==> src/rtl/sap_pkg.sv <==
package sap_pkg;

    localparam int SLOT_BITS = 32;
    localparam int MAX_SLOTS = 4;
    localparam int SLOT_LSB  = $clog2(SLOT_BITS);
    localparam int CNT_W     = $clog2(SLOT_BITS * MAX_SLOTS);

    typedef logic [CNT_W-1:0] bit_idx_t;
    typedef logic [CNT_W:0]   frame_len_t;

    typedef enum logic [1:0] {
        SLOTS_TWO  = 2'b00,
        SLOTS_FOUR = 2'b01,
        SLOTS_RSV2 = 2'b10,
        SLOTS_RSV3 = 2'b11
    } slot_mode_e;

    typedef struct packed {
        logic master;
        logic pulse;
        logic bclk_rise;
        logic fclk_rise;
        logic four_slot;
    } port_cfg_t;

    typedef struct packed {
        logic launch;
        logic sample;
    } bit_evt_t;

    function automatic logic is_four_slot(input logic [1:0] code);
        return code == SLOTS_FOUR;
    endfunction

    function automatic frame_len_t frame_bits(input logic four_slot);
        return four_slot ? frame_len_t'(SLOT_BITS * 4) : frame_len_t'(SLOT_BITS * 2);
    endfunction

endpackage

==> src/rtl/sap_mclk.sv <==
module sap_mclk
    import sap_pkg::*;
#(
    parameter int DIV_W = 8
) (
    input  logic             clk,
    input  logic             rst,
    input  logic             en,
    input  logic [DIV_W-1:0] div_half,
    output logic             ph,
    output bit_evt_t         evt
);

    logic [DIV_W-1:0] divcnt;
    logic [DIV_W-1:0] lim;
    logic             tick;

    assign lim  = (div_half == '0) ? '0 : div_half - 1'b1;
    assign tick = en && (divcnt >= lim);

    always_ff @(posedge clk) begin
        if (rst) begin
            divcnt <= '0;
            ph     <= 1'b0;
        end else if (!en) begin
            divcnt <= '0;
            ph     <= 1'b0;
        end else if (tick) begin
            divcnt <= '0;
            ph     <= ~ph;
        end else begin
            divcnt <= divcnt + 1'b1;
        end
    end

    assign evt.launch = tick && !ph;
    assign evt.sample = tick && ph;

    AST_PH_PARKED: assert property (@(posedge clk) disable iff (rst)
        !en |=> (!ph && divcnt == '0));

endmodule

==> src/rtl/sap_sync.sv <==
module sap_sync
    import sap_pkg::*;
(
    input  logic     clk,
    input  logic     rst,
    input  logic     en,
    input  logic     bclk_rise,
    input  logic     bclk_i,
    input  logic     fclk_i,
    output bit_evt_t evt,
    output logic     fclk_lvl
);

    logic [2:0] bsh;
    logic [1:0] fsh;
    logic       changed;

    always_ff @(posedge clk) begin
        if (rst) begin
            bsh <= '0;
            fsh <= '0;
        end else begin
            bsh <= {bsh[1:0], bclk_i};
            fsh <= {fsh[0], fclk_i};
        end
    end

    assign changed    = en && (bsh[1] != bsh[2]);
    assign evt.launch = changed && (bsh[1] == bclk_rise);
    assign evt.sample = changed && (bsh[1] != bclk_rise);
    assign fclk_lvl   = fsh[1];

    AST_SYNC_ONE_EDGE: assert property (@(posedge clk) disable iff (rst)
        $onehot0({evt.launch, evt.sample}));

endmodule

==> src/rtl/sap_engine.sv <==
module sap_engine
    import sap_pkg::*;
#(
    parameter int SAMPLE_W = 24
) (
    input  logic                          clk,
    input  logic                          rst,
    input  port_cfg_t                     cfg,
    input  bit_evt_t                      evt,
    input  logic                          fclk_lvl,
    input  logic [MAX_SLOTS*SAMPLE_W-1:0] samples,
    output logic                          sdata,
    output logic                          fclk_act
);

    localparam int BUS_W = MAX_SLOTS * SAMPLE_W;
    localparam int IDX_W = $clog2(BUS_W);

    bit_idx_t               cnt;
    frame_len_t             flen;
    logic                   fprev;
    logic                   fstart;
    logic                   latch;
    logic [BUS_W-1:0]       shadow;
    logic                   nxt_bit;
    bit_idx_t               q;
    logic [CNT_W-SLOT_LSB-1:0] slot;
    logic [SLOT_LSB-1:0]    j;
    logic [IDX_W-1:0]       idx;

    assign flen   = frame_bits(cfg.four_slot);
    assign fstart = !cfg.master && evt.sample &&
                    (fclk_lvl == cfg.fclk_rise) && (fprev != cfg.fclk_rise);
    assign latch  = cfg.master ? (evt.launch && cnt == '0) : fstart;

    always_comb begin
        q       = cnt - 1'b1;
        slot    = q[CNT_W-1:SLOT_LSB];
        j       = q[SLOT_LSB-1:0];
        idx     = IDX_W'(int'(slot) * SAMPLE_W + SAMPLE_W - 1 - int'(j));
        nxt_bit = 1'b0;
        if (cnt != '0 && int'(j) < SAMPLE_W) begin
            nxt_bit = shadow[idx];
        end
    end

    always_ff @(posedge clk) begin
        if (rst) begin
            cnt      <= '0;
            sdata    <= 1'b0;
            fclk_act <= 1'b0;
            fprev    <= 1'b0;
            shadow   <= '0;
        end else begin
            if (evt.sample) begin
                fprev <= fclk_lvl;
            end
            if (latch) begin
                shadow <= samples;
            end
            if (evt.launch) begin
                sdata <= nxt_bit;
                if (cfg.master) begin
                    fclk_act <= cfg.pulse ? (cnt == '0) : ({1'b0, cnt} < (flen >> 1));
                end
            end
            if (fstart) begin
                cnt <= bit_idx_t'(1);
            end else if (evt.launch) begin
                cnt <= ({1'b0, cnt} >= flen - 1'b1) ? '0 : cnt + 1'b1;
            end
        end
    end

    AST_CNT_IN_FRAME: assert property (@(posedge clk) disable iff (rst)
        {1'b0, cnt} < flen);
    AST_SDATA_HOLD: assert property (@(posedge clk) disable iff (rst)
        !evt.launch |=> $stable(sdata));
    AST_GAP_BIT_LOW: assert property (@(posedge clk) disable iff (rst)
        (evt.launch && cnt == '0) |=> !sdata);
    AST_SHADOW_HOLD: assert property (@(posedge clk) disable iff (rst)
        !latch |=> $stable(shadow));
    AST_PULSE_SHORT: assert property (@(posedge clk) disable iff (rst)
        (cfg.master && cfg.pulse && evt.launch && cnt != '0) |=> !fclk_act);
    AST_SLAVE_REALIGN: assert property (@(posedge clk) disable iff (rst)
        fstart |=> (cnt == bit_idx_t'(1)));

endmodule

==> src/rtl/sap_tx.sv <==
module sap_tx
    import sap_pkg::*;
#(
    parameter int SAMPLE_W = 24,
    parameter int DIV_W    = 8
) (
    input  logic                          clk,
    input  logic                          rst,
    input  logic                          master_en,
    input  logic [1:0]                    slot_mode,
    input  logic                          bclk_rise,
    input  logic                          fclk_rise,
    input  logic                          fclk_pulse,
    input  logic [DIV_W-1:0]              div_half,
    input  logic [MAX_SLOTS*SAMPLE_W-1:0] samples,
    input  logic                          bclk_i,
    input  logic                          fclk_i,
    output logic                          bclk_o,
    output logic                          fclk_o,
    output logic                          clk_oe,
    output logic                          sdata_o
);

    port_cfg_t cfg;
    bit_evt_t  evt_m;
    bit_evt_t  evt_s;
    bit_evt_t  evt;
    logic      bph;
    logic      fclk_lvl;
    logic      fact;

    assign cfg.master    = master_en;
    assign cfg.pulse     = fclk_pulse;
    assign cfg.bclk_rise = bclk_rise;
    assign cfg.fclk_rise = fclk_rise;
    assign cfg.four_slot = is_four_slot(slot_mode);

    sap_mclk #(.DIV_W(DIV_W)) u_mclk (
        .clk      (clk),
        .rst      (rst),
        .en       (cfg.master),
        .div_half (div_half),
        .ph       (bph),
        .evt      (evt_m)
    );

    sap_sync u_sync (
        .clk       (clk),
        .rst       (rst),
        .en        (!cfg.master),
        .bclk_rise (cfg.bclk_rise),
        .bclk_i    (bclk_i),
        .fclk_i    (fclk_i),
        .evt       (evt_s),
        .fclk_lvl  (fclk_lvl)
    );

    assign evt = cfg.master ? evt_m : evt_s;

    sap_engine #(.SAMPLE_W(SAMPLE_W)) u_engine (
        .clk      (clk),
        .rst      (rst),
        .cfg      (cfg),
        .evt      (evt),
        .fclk_lvl (fclk_lvl),
        .samples  (samples),
        .sdata    (sdata_o),
        .fclk_act (fact)
    );

    assign bclk_o = cfg.bclk_rise ? bph : ~bph;
    assign fclk_o = cfg.fclk_rise ? fact : ~fact;
    assign clk_oe = cfg.master;

    AST_EVT_EXCL: assert property (@(posedge clk) disable iff (rst)
        !(evt.launch && evt.sample));

endmodule

==> config.mk <==
export PLATFORM = sky130hd
export DESIGN_NAME = sap_tx
export DESIGN_NICKNAME = d
export VERILOG_FILES = /design/src/rtl/sap_pkg.sv /design/src/rtl/sap_mclk.sv /design/src/rtl/sap_sync.sv /design/src/rtl/sap_engine.sv /design/src/rtl/sap_tx.sv
export SDC_FILE = /design/constraint.sdc
export NUM_CORES = 1
export LEC_CHECK = 0
export BUFFER_PORTS_ARGS = -buffer_cell sky130_fd_sc_hd__buf_2
export CAP_MARGIN = 20
export CORE_UTILIZATION = 45
export DETAILED_ROUTE_END_ITERATION = 16
export PLACE_DENSITY = 0.67
export SETUP_SLACK_MARGIN = 0.2
export SYNTH_ARGS = -nofsm -noshare
export SYNTH_HDL_FRONTEND = slang
export SYNTH_SLANG_ARGS = --single-unit
==> constraint.sdc <==
create_clock -name clk -period 6 [get_ports clk]
set_input_delay 0.9 -clock clk [delete_from_list [all_inputs] [get_ports clk]]
set_output_delay 0.9 -clock clk [all_outputs]
set_load 0.01 [all_outputs]
# Word-level counts from Yosys, hierarchy flattened
# Index checks and enable logic that the tools add are counted.
classes:
  add_sub_neg: 8
  multipliers: 1
  order_cmp: 5
  eq_ne: 6
  mux: 13
  n_bitwise: 3
  reduce_logical: 21
ops:
  columns: ["op", "count"]
  rows:
  - ["$mux 8", 2]
  - ["$sub 8x1->8 const B", 2]
  - ["$logic_and 1x1->1", 11]
  - ["$add 8x1->8 const B", 1]
  - ["$ge 7x8->1", 1]
  - ["$ge 8x8->1", 1]
  - ["$logic_not 8->1", 1]
  - ["$lt 7x8->1 const B", 1]
  - ["$mux 1", 8]
  - ["$add 7x1->7 const B", 1]
  - ["$add 7x6->7 const B", 1]
  - ["$bmux 1 s7", 1]
  - ["$logic_not 7->1", 1]
  - ["$lt 7x7->1", 1]
  - ["$mux 7", 1]
  - ["$reduce_bool 7->1", 1]
  - ["$sub 7x1->7 const B", 1]
  - ["$sub 7x2->7 const B", 1]
  - ["$sub 7x6->7", 1]
  - ["$lt 5x5->1 const B", 1]
  - ["$mul 2x2->4 const B", 1]
  - ["$reduce_or 2->1", 2]
  - ["$ne 1x1->1", 3]
  - ["$not 1->1", 3]
  - ["other kinds (7)", 9]
word_totals:
  register_bits: 120
  in_bits: 114
  output_inout_bits: 4
  wordCells: 67

# Logic depth before layout (Yosys ltp)
logic_depth:
  depth_word: 10
  ltp_mapped: 19

# Cells and area by module
# From an unflattened synthesis, not the netlist that was laid out.
unflattened:
  cells_unflattened: 697
  area_unflattened_um2: 5933.2
by_module_without_submodules:
  columns: ["mod", "instances", "cells_each", "area_per_inst_um2", "seq_area_each_um2"]
  rows:
  - ["sap_engine", 1, 584, 4923.5, 2122.0]
  - ["sap_mclk", 1, 90, 785.8, 180.2]
  - ["sap_sync", 1, 16, 166.4, 100.1]
  - ["sap_tx", 1, 7, 57.6, 0.0]

# Worst setup path after synthesis
# Ideal clock, no wire load.
synth_path:
  kind: "register to register"
  from: "register u_engine.cnt[0]"
  to: "register u_engine.sdata"
  t_arrival_ps: 4082
  t_required_ps: 5861
  setup_slack_ps: 1779
  path_stages_with_launch: 20
  path_buffers: 5
  synth_period_minus_slack_ps: 4221
  path_cell_list: "dfxtp_1 buf_2 buf_6 buf_2 clkbuf_1 inv_1 ha_1 nor3b_1 and3b_1 or2_2 fa_1 inv_1 ha_1 buf_1 nor2b_1 and3_1 a311oi_1 nand4b_1 a22oi_1 o41ai_1"
synth_via:
  elab_chain_len: 8
  elab_cells_between_ends: 11
  cone_classes: "add/sub: 4; mul: 1; order compare: 1; mux: 3; reduce/logical: 2"
synth_rtl:
  columns: ["element", "line_no", "rtl"]
  rows:
  - ["start, declared", "sap_engine.sv:19", "bit_idx_t cnt;"]
  - ["start signal, assigned", "sap_engine.sv:68", "cnt <= bit_idx_t'(1);"]
  - ["start signal, assigned", "sap_engine.sv:70", "cnt <= ({1'b0, cnt} >= flen - 1'b1) ? '0 : cnt + 1'b1;"]
  - ["$sub 7x1->7", "sap_engine.sv:37", "q = cnt - 1'b1;"]
  - ["$mul 2x2->4", "sap_engine.sv:40", "idx = IDX_W'(int'(slot) * SAMPLE_W + SAMPLE_W - 1 - int'(j));"]
  - ["$add 7x6->7", "sap_engine.sv:40", null]
  - ["$sub 7x2->7", "sap_engine.sv:40", null]
  - ["$sub 7x6->7", "sap_engine.sv:40", null]
  - ["$bmux 1 s7", "sap_engine.sv:43", "nxt_bit = shadow[idx];"]
  - ["$mux 1 (implied by the code)", "sap_engine.sv:43", null]
  - ["$mux 1 *", "sap_engine.sv:42", "if (cnt != '0 && int'(j) < SAMPLE_W) begin"]
  - ["end signal, assigned", "sap_engine.sv:62", "sdata <= nxt_bit;"]
  - ["end, declared", "sap_engine.sv:12", "output logic sdata,"]
# Mark *: on every way between the ends. The rest lies on a longest branch, timed or not. The select of a mux whose other input is x is not followed.
# A chain may end at the register's enable or synchronous reset.

# Worst setup path after layout
layout_path:
  from: "input div_half[5]"
  to: "register u_engine.shadow[35]"
layout_via:
  elab_chain_len: 10
  elab_cells_between_ends: 13
  cone_classes: "add/sub: 1; order compare: 1; mux: 3; reduce/logical: 8"
layout_rtl:
  columns: ["element", "line_no", "rtl"]
  rows:
  - ["start, declared", "sap_tx.sv:14", "input logic [DIV_W-1:0] div_half,"]
  - ["$sub 8x1->8 or $logic_not 8->1 (tied branches)", "sap_mclk.sv:18", "assign lim = (div_half == '0) ? '0 : div_half - 1'b1;"]
  - ["$mux 8 *", "sap_mclk.sv:18", null]
  - ["$ge 8x8->1 *", "sap_mclk.sv:19", "assign tick = en && (divcnt >= lim);"]
  - ["$logic_and 1x1->1 *", "sap_mclk.sv:19", null]
  - ["$logic_and 1x1->1", "sap_mclk.sv:37", "assign evt.sample = tick && ph;"]
  - ["$mux 2 *", "sap_tx.sv:58", "assign evt = cfg.master ? evt_m : evt_s;"]
  - ["$logic_and 1x1->1 (2 in series)", "sap_engine.sv:32", "assign fstart = !cfg.master && evt.sample &&"]
  - ["$logic_and 1x1->1", "sap_engine.sv:33", "(fclk_lvl == cfg.fclk_rise) && (fprev != cfg.fclk_rise);"]
  - ["$mux 1 *", "sap_engine.sv:34", "assign latch = cfg.master ? (evt.launch && cnt == '0) : fstart;"]
  - ["end signal, assigned", "sap_engine.sv:59", "shadow <= samples;"]
  - ["end, declared", "sap_engine.sv:24", "logic [BUS_W-1:0] shadow;"]
# Mark *: on every way between the ends. The rest lies on a longest branch, timed or not.

==> run metrics <==
fin cells=871; met2 usage=34.64%; GR Util met3=under 10%; CP required=around 6300 ps; GR Util met1=between 20 and 25%; Pre-Repair DR Iteration Count=5; Ports=roughly 120; Routed Antenna Nets=0; GRT Resource Usage Total=20.75%; WL/cell=~15 um; DR vias/cell=approximately 5.2; pin count of the biggest net entering global routing=110; I/O Buffers=117; Post-CTS Hold Fix Bufs=0; Worst Hold Class=flip-flop to flip-flop; total power=1.910 mW; vias in the first global route=between 4k and 5k; sequential-to-total area share from yosys stat=approximately two fifths; starting density of the core=46.17%; Routed Wire Length=about 13,000 um; CTS tree=done; TritonCTS buffer count=17; PwrDens=268.0 nW/um^2; fin crit period=around 4500 ps; fin crit share=about three quarters; Layout Nets=around 800; Post-Syn Instances=584; die span in x=about 120 um; Unique masters post-synth=47; Final WS setup=between 1000 and 1500 ps; Final Cell Area=a little over 7000 um^2; total grt overflow=0; CTS H-Tree Depth=4; # clock sinks=between 100 and 150; row count=~40; Worst-Margin Slew=roughly 1100 ps; Remaining DRCs=0; CTS root buf=clkbuf_16; Max VDD drop=between 0.15 and 0.2 mV; fin. max-slew vios=0; share of cells above drive strength 1=25.75%; global-route wire length before repair=21,170 um; Async S/R FF share, synth=0%; dpl ws=about 1000 ps; area added between synthesis and finish=21.77%; Syn Nets=718; Clock transition at path regs=roughly 50 ps; commonest non-fill, non-tap cell in the layout=nor2_1; Warnings, synthesis=0; setup_tns=0 ps; routed vias=4,547; Critical Path Start Type=primary input; # setup viols final=0; Post-CTS Resized=0; initial antenna violation count=0; Worst slew margin=26.93%; critical path type=primary input to flip-flop; Yosys reg bits=120; Die Area=around 13,000 um^2; fin util=around 56%; mapped cell area=a little under 6000 um^2; static leakage=approximately 3.6 nW; most frequent cells in the layout=120 x nor2_1, 119 x dfxtp_1, 116 x buf_2, 107 x mux2i_1, 20 x mux4_2; clock buffer depth=2; fmax=0.2206 GHz; Inserted Diodes=0; Crit path arrival time=around 4800 ps; Post-synth top flop=dfxtp_1; status=finished clean; RSZ-0062 raised after global routing=false; Final Hold Viols=0; post-CTS setup buffer count=0; DP Area=between 6000 and 7000 um^2; Post-synth EDFFs=0; Die H=~120 um; # placed instances=between 800 and 900; Setup Skew=about 6.4 ps; max-cap viol count=0; post-DP HPWL=roughly 9300 um; Max FO, Critical Path=32; Final Wtd Congestion=between 0.8 and 0.9; DRT iter0 DRCs=between 150 and 200; Hold Worst Slack=between 400 and 500 ps; GRT busiest layer=met2; Critical Path End Type=flip-flop; syn_area_per_cell=~10 um^2; Core ar.=between 10,000 and 15,000 um^2; Skew-Pair Late Insertion Delay=410 ps
-- final timing paths --
path | start | end | slack (ps) | cells after the start
worst max-delay path | div_half[5] | u_engine.shadow[35] | 1470 | 13
worst min-delay path | u_sync.fsh[0] | u_sync.fsh[1] | 430 | 1
worst max register to register | u_engine.cnt[0] | u_engine.sdata | 2170 | 14
worst min register to register | u_sync.fsh[0] | u_sync.fsh[1] | 430 | 1
-- cells in the mapped netlist (3+ instances only) --
cell type | n | area (um^2)
a2111oi_0 | 5 | 43.79
a21o_1 | 3 | 22.52
a21oi_1 | 17 | 85.08
a31oi_1 | 6 | 37.54
and2_1 | 3 | 18.77
and3_1 | 5 | 31.28
buf_2 | 13 | 65.06
buf_4 | 5 | 37.54
clkbuf_1 | 16 | 60.06
dfxtp_1 | 120 | 2402
ha_1 | 18 | 225.2
inv_1 | 13 | 48.80
mux2i_1 | 107 | 1071
mux4_2 | 20 | 450.4
nand2_1 | 11 | 41.29
nand2b_1 | 4 | 25.02
nand3_1 | 11 | 55.05
nand3b_1 | 4 | 30.03
nand4_1 | 3 | 18.77
nand4b_1 | 3 | 26.28
nor2_1 | 120 | 450.4
nor2b_1 | 14 | 87.58
nor3_1 | 6 | 30.03
nor3b_1 | 3 | 22.52
o21ai_0 | 6 | 30.03
or4_1 | 3 | 22.52
xnor2_1 | 8 | 70.07
xor2_1 | 10 | 87.58
-- cell type report --
class / instances / area (um^2)
clock buffers: 24 / 501.7
well taps: 172 / 215.2
fillers: 1126 / 5547
flip-flops and latches: 120 / 2404
clock inverters: 7 / 67.56
inverters: 13 / 48.80
repair buffers: 122 / 663.1
multi-input cells: 413 / 3224
-- report_power, final --
part,total (mW),internal (mW),switching [mW]
Clock,0.961,0.619,0.342
Combinational,0.141,0.0657,0.0758
Sequential,0.807,0.804,0.00315
Total,1.91,1.49,0.421
-- state kept, by name (all words and copies together), names as in the netlist --
signal and flops:
u_engine.fclk_act 1, u_mclk.divcnt 8, u_mclk.ph 1, u_engine.cnt 7, u_sync.bsh 3, u_engine.shadow 96, u_engine.fprev 1, u_engine.sdata 1
u_sync.fsh 2
-- worst max-delay path: stages --
cell and delay (ps):
buf_2 110, or4_1 570, or4_1 520, and2_1 210, ha_1 260, nand2b_1 140
a21oi_1 140, o21ai_1 90, a221o_1 440, a31oi_4 770, buf_12 330, mux2i_1 240
nor2_1 50
-- kinds of logic after synthesis --
| logic type | synth area share (%) |
|---|---|
| and+or+nand+nor | 15.65 |
| AOI/OAI and AO/OA | 5.454 |
| muxes | 26.20 |
| adders and majority gates | 4.534 |
| buffers and inverters | 4.128 |
| DFF | 41.06 |
| xor gates and xnor gates | 2.973 |
-- metal layers --
layer  wire length (um)  up-vias
met2               6470      113
met1               5710     2158
met5                  0        -
met3                760       19
met4                264        0
li1                   -     2257
(Power assumes the default switching activity.)
